$ cat src/rtl/dds_pkg.sv
package dds_pkg;
  typedef enum int {
    GEN_POLY = 0,
    GEN_ITER = 1
  } gen_kind_e;

  function automatic int gen_latency(input int kind, input int sin_w, input int poly_lat);
    if (kind == GEN_ITER) return sin_w + 2;
    return poly_lat;
  endfunction
endpackage

$ cat src/rtl/dds_phase_acc.sv
module dds_phase_acc #(
  parameter int PHASE_W = 16
) (
  input  logic               clk,
  input  logic               rst_n,
  input  logic               enable,
  input  logic               restart,
  input  logic [PHASE_W-1:0] tune,
  input  logic [PHASE_W-1:0] offset,
  output logic [PHASE_W-1:0] phase,
  output logic               valid
);
  logic [PHASE_W-1:0] phase_q, phase_d;
  logic               primed_q, primed_d;
  logic               valid_q, valid_d;

  always_comb begin
    phase_d  = phase_q;
    primed_d = primed_q;
    valid_d  = 1'b0;
    if (enable) begin
      valid_d  = 1'b1;
      primed_d = 1'b1;
      if (restart || !primed_q) phase_d = offset;
      else                      phase_d = phase_q + tune;
    end else if (restart) begin
      primed_d = 1'b0;
    end
  end

  always_ff @(posedge clk or negedge rst_n) begin
    if (!rst_n) begin
      phase_q  <= '0;
      primed_q <= 1'b0;
      valid_q  <= 1'b0;
    end else begin
      phase_q  <= phase_d;
      primed_q <= primed_d;
      valid_q  <= valid_d;
    end
  end

  assign phase = phase_q;
  assign valid = valid_q;

  // a load cycle puts the offset on the phase
  a_r2_load: assert property (@(posedge clk) disable iff (!rst_n)
    (enable && (restart || !primed_q)) |=> (phase_q == $past(offset)));

  // a plain enabled cycle advances by the tuning word
  a_r3_step: assert property (@(posedge clk) disable iff (!rst_n)
    (enable && !restart && primed_q) |=> (phase_q == $past(phase_q + tune)));

  // a disabled cycle freezes the phase and drops the valid
  a_r4_hold: assert property (@(posedge clk) disable iff (!rst_n)
    !enable |=> ($stable(phase_q) && !valid_q));
endmodule

$ cat src/rtl/dds_valid_delay.sv
module dds_valid_delay #(
  parameter int LAT = 3
) (
  input  logic clk,
  input  logic rst_n,
  input  logic vin,
  output logic vout
);
  logic [LAT-1:0] pipe_q, pipe_d;

  generate
    if (LAT == 1) begin : g_one
      always_comb pipe_d = vin;
    end else begin : g_many
      always_comb pipe_d = {pipe_q[LAT-2:0], vin};
    end
  endgenerate

  always_ff @(posedge clk or negedge rst_n) begin
    if (!rst_n) pipe_q <= '0;
    else        pipe_q <= pipe_d;
  end

  assign vout = pipe_q[LAT-1];
endmodule

$ cat src/rtl/dds_sample_resize.sv
module dds_sample_resize #(
  parameter int SIN_W = 16,
  parameter int OUT_W = 12
) (
  input  logic [SIN_W-1:0] din,
  output logic [OUT_W-1:0] dout
);
  generate
    if (OUT_W < SIN_W) begin : g_narrow
      localparam int DROP = SIN_W - OUT_W;
      localparam logic [OUT_W-1:0] MAXP = {1'b0, {(OUT_W-1){1'b1}}};
      logic [OUT_W-1:0] keep;
      logic [DROP-1:0]  frac;
      logic [DROP-1:0]  half;
      logic             up;
      always_comb begin
        keep = din[SIN_W-1:DROP];
        frac = din[DROP-1:0];
        half = '0;
        half[DROP-1] = 1'b1;
        up   = (frac > half) || ((frac == half) && keep[0]);
        dout = (up && (keep != MAXP)) ? keep + 1'b1 : keep;
      end
      // result is the kept part or one above it
      always_comb begin
        a_r6_close: assert ((dout == keep) || (dout == keep + 1'b1))
          else $error("narrowed sample off by more than one step");
        // a non-negative input never turns negative
        a_r7_no_wrap: assert (keep[OUT_W-1] || !dout[OUT_W-1])
          else $error("positive sample wrapped to negative");
      end
    end else if (OUT_W > SIN_W) begin : g_wide
      always_comb dout = {din, {(OUT_W-SIN_W){1'b0}}};
    end else begin : g_same
      always_comb dout = din;
    end
  endgenerate
endmodule

$ cat src/rtl/dds_front.sv
module dds_front #(
  parameter int PHASE_W  = 16,
  parameter int SINE_W   = 16,
  parameter int OUT_W    = 12,
  parameter int GEN_KIND = 0,
  parameter int POLY_LAT = 3
) (
  input  logic               clk,
  input  logic               rst_n,
  input  logic               enable,
  input  logic               restart,
  input  logic [PHASE_W-1:0] tune_word,
  input  logic [PHASE_W-1:0] phase_offset,
  input  logic [SINE_W-1:0]  sine_in,
  output logic [PHASE_W-1:0] phase_out,
  output logic               phase_valid,
  output logic [OUT_W-1:0]   sample_out,
  output logic               sample_valid
);
  import dds_pkg::*;
  localparam int LAT = gen_latency(GEN_KIND, SINE_W, POLY_LAT);

  logic             tap;
  logic [OUT_W-1:0] resized;
  logic [OUT_W-1:0] smp_q, smp_d;
  logic             sv_q, sv_d;

  dds_phase_acc #(.PHASE_W(PHASE_W)) u_acc (
    .clk(clk), .rst_n(rst_n), .enable(enable), .restart(restart),
    .tune(tune_word), .offset(phase_offset),
    .phase(phase_out), .valid(phase_valid)
  );

  dds_valid_delay #(.LAT(LAT)) u_dly (
    .clk(clk), .rst_n(rst_n), .vin(phase_valid), .vout(tap)
  );

  dds_sample_resize #(.SIN_W(SINE_W), .OUT_W(OUT_W)) u_rsz (
    .din(sine_in), .dout(resized)
  );

  always_comb begin
    smp_d = tap ? resized : smp_q;
    sv_d  = tap;
  end

  always_ff @(posedge clk or negedge rst_n) begin
    if (!rst_n) begin
      smp_q <= '0;
      sv_q  <= 1'b0;
    end else begin
      smp_q <= smp_d;
      sv_q  <= sv_d;
    end
  end

  assign sample_out   = smp_q;
  assign sample_valid = sv_q;

  // a result only follows a matured valid
  a_r5_tap: assert property (@(posedge clk) disable iff (!rst_n)
    sample_valid |-> $past(tap));

  // with nothing maturing the output stays quiet
  a_r4_quiet: assert property (@(posedge clk) disable iff (!rst_n)
    !tap |=> ($stable(sample_out) && !sample_valid));
endmodule

$ cat config.mk
export PLATFORM = sky130hd
export DESIGN_NAME = dds_front
export DESIGN_NICKNAME = d
export VERILOG_FILES = /design/src/rtl/dds_pkg.sv /design/src/rtl/dds_phase_acc.sv /design/src/rtl/dds_valid_delay.sv /design/src/rtl/dds_sample_resize.sv /design/src/rtl/dds_front.sv
export SDC_FILE = /design/constraint.sdc
export NUM_CORES = 1
export LEC_CHECK = 0
export BUFFER_PORTS_ARGS = -buffer_cell sky130_fd_sc_hd__buf_2
export CORE_UTILIZATION = 54
export CTS_BUF_LIST = sky130_fd_sc_hd__clkbuf_16
export DETAILED_ROUTE_END_ITERATION = 6
export GPL_ROUTABILITY_DRIVEN = 0
export PLACE_DENSITY_LB_ADDON = 0.3
export SYNTH_ARGS = -nofsm -noshare
export SYNTH_HDL_FRONTEND = slang
export SYNTH_SLANG_ARGS = --single-unit
$ cat constraint.sdc
create_clock -name clk -period 3.5 [get_ports clk]
set_clock_uncertainty 0.05 [all_clocks]
set_input_delay 0.525 -clock clk [delete_from_list [all_inputs] [get_ports clk]]
set_output_delay 0.525 -clock clk [all_outputs]
set_load 0.03 [all_outputs]
==> out/metrics.yaml <==
clock_tree:
  cts_buffer_depth: 2
  clock_latency_ns: 0.28
  post-cts-setup-buffer-count: 0
  cts_tree: "built"
  cts_resized: 0
  cts_max_level: 2
  holdBufCountCts: 0
  clk_pin_slew_ns: 0.06
  cts_buffers: 5
  clockRootBuffer: "clkbuf_16"
  cts.sinks: 34
synth:
  synth.top_cell.area_share_pct: 36.5
  netlist-cell-type-count: 50
  yosysWarnings: 0
  netlist_area_mm2: 0.00233
  synth.yosys.seq_area_share_pct: 36.5
  ys_ff_latch: 34
  synthFlopType: "dfrtp_1"
  synth_nets: 329
  synth_area_leader_cell: "dfrtp_1"
  syn_area_per_cell_um2: 8.96
  synth.area.top_cells: "dfrtp_1 (37%), ha_1 (8.6%), a21oi_1 (5.4%)"
  synthCells: 260
  async_flop_share_pct: 100
  synth-edff-count: 0
placed_design:
  portBuffers: 81
  placed_cell_area_mm2: 0.00276
  dpl.cell_count: 382
  dpl.hpwl_mm: 3.94
critical_path:
  crit_family: "compound AO/OA/AOI/OAI gates"
  cp_cell_sequence: "ha_1 -> fa_1 -> a21o_1 -> a311o_2 -> a22oi_1 -> o21ai_0 -> mux2i_1 -> a211oi_1"
  critPathRequiredTime_ns: 3.62
  crit_slowest_cell: "fa_1"
  critPathMaxFanout: 3
  crit_type: "flop to flop"
  arrival_ns: 2.79
  r2r_setup_slack_ns: 0.83
  critPathMaxStageDelay_ns: 0.41
  ff2ff_path_depth: 8
  endpoint_kind: "flop"
  r2r-end: "u_acc.phase[14]"
  cp_num_buf_inv: 0
  cp-start-kind: "flop"
  r2r-start: "u_acc.phase[0]"
power_and_ir_drop:
  p_leak_nw: 1.36
  p_per_area_mw_per_mm2: 523
  irDropWorstVdd_mv: 0.253
min_path:
  hp-class: "input port to asynchronous set/reset pin"
drt:
  first_iter_violations: 108
  drc_errors: 0
  drt_wl_total_mm: 5.38
  vias: 2211
  wl_per_cell_um: 13.8
  first_pass_iters: 4
  drt-vias-per-instance: 5.67
  ant_nets: 0
finish:
  fin_util_pct: 71.4
  multi_input_area_mm2: 0.00142
  nNetsFinal: 408
  num_antenna_cells: 0
  final_common_cell: "buf_2"
  final_cell_mix: "buf_2 (81), dfrtp_1 (34), nor2_1 (31)"
  drive_above_1_share_pct: 29.1
  fill_cells: 340
  seq_area_um2: 851
  instances_no_fill: 390
  fin_area_mm2: 0.00290
  synthToLayoutAreaGrowth_pct: 24.4
floorplan:
  num_rows: 23
  die_y_um: 67.7
  core_region_area_mm2: 0.00406
  die_w_um: 67.7
  io_pins: 82
  initial_core_util_pct: 57.4
  dieArea_mm2: 0.00458
timing:
  clock.fmax_ghz: 0.375
  hold_viol: 0
  rsz0062_at_grt: "no"
  max-slew-margin-rel_pct: 31.9
  fin_crit_ns: 2.67
  tns_ns: 0
  post-route-period-util_pct: 76.2
  worst_pin_slew_ns: 1.02
  drv_slew: 0
  finalSetupViolCount: 0
grt:
  grt.overflow.total: 0
  grt_max_degree: 42
  grt_antenna_before_repair: 0
  grt_use_total_pct: 25.0
  grt_pass1_vias: 1950
  grt_pass1_wl_mm: 8.42
flow_run:
  drv_cap: 0
outcome:
  status: "finished clean"
## worst register-to-register path, cell delays in order (launching register included)
cell	delay, ns
dfrtp_1	0.39
ha_1	0.22
fa_1	0.41
a21o_1	0.22
a311o_2	0.39
a22oi_1	0.31
o21ai_0	0.16
mux2i_1	0.15
a211oi_1	0.26
## Yosys cell counts (3+ instances only)
cell type  count
o21ai_0       10
ha_1          16
clkbuf_1       8
nor2_1        31
a31oi_1       10
a211oi_1       3
nand4_1        3
nor2b_1        5
nand2_1       26
dfrtp_1       34
nand2b_1       4
a21oi_1       25
inv_1          4
a21o_1         7
nor3b_1        3
mux2_2         3
xnor2_1        7
mux2i_1        3
nand3_1       11
or3_1          3
xor2_1         9
## area by class of cell
type,count,share of cell area [%]
repair buffers,82,14.2
well taps,50,2.16
flip-flops and latches,34,29.4
clock buffers,5,4.32
inverters,4,0.518
clock inverters,3,0.432
multi-input cells,212,49.0
## worst max path at each step
stage	start	end	cells past startpoint
6_report	u_acc.phase[0]	u_acc.phase[14]	8
5_1_grt	u_acc.phase[0]	u_acc.phase[14]	8
3_3_place_gp	tune_word[0]	u_acc.phase[14]	9
2_1_floorplan	u_acc.phase[0]	u_acc.phase[8]	8
3_5_place_dp	tune_word[0]	u_acc.phase[14]	9
4_1_cts	u_acc.phase[0]	u_acc.phase[14]	8
## layer usage
layer  share of wire (%)  GRT usage (%)  up-vias
li1                    -              -     1110
met1                  43           31.0     1017
met2                  49           41.5       74
met3                 6.7           5.07       10
met4                 1.7           10.9        0
met5                   0              0        -
## kinds of logic after synthesis
| logic type | share of synthesized area [%] |
|---|---|
| XOR/XNOR | 6.02 |
| multiplexers | 2.74 |
| AO/OA/AOI/OAI | 22.4 |
| flip-flops | 36.5 |
| adder cells (fa/ha/maj) | 9.45 |
| AND/OR/NAND/NOR | 20.2 |
| buffers and inverters | 2.58 |
## metrics by stage
step,worst slack [ns],hold WS (ns),power [mW]
finish,0.834,0.279,1.52
global placement,0.730,0.282,1.09
global route,0.734,0.303,1.61
detailed placement,0.707,0.287,1.10
CTS,0.847,0.298,1.52
floorplan,0.949,0.179,0.942
## state kept, by name (all words and copies together), names as in the netlist
name / cells
u_acc.valid: 1
u_acc.primed_q: 1
sample_out: 12
sample_valid: 1
u_acc.phase: 16
u_dly.pipe_q: 3
## report_power, final
group,internal (mW),switching (mW)
clock network,0.257,0.156
logic,0.238,0.373
registers,0.447,0.0440
Note: power is estimated with default switching activity, not from simulation.
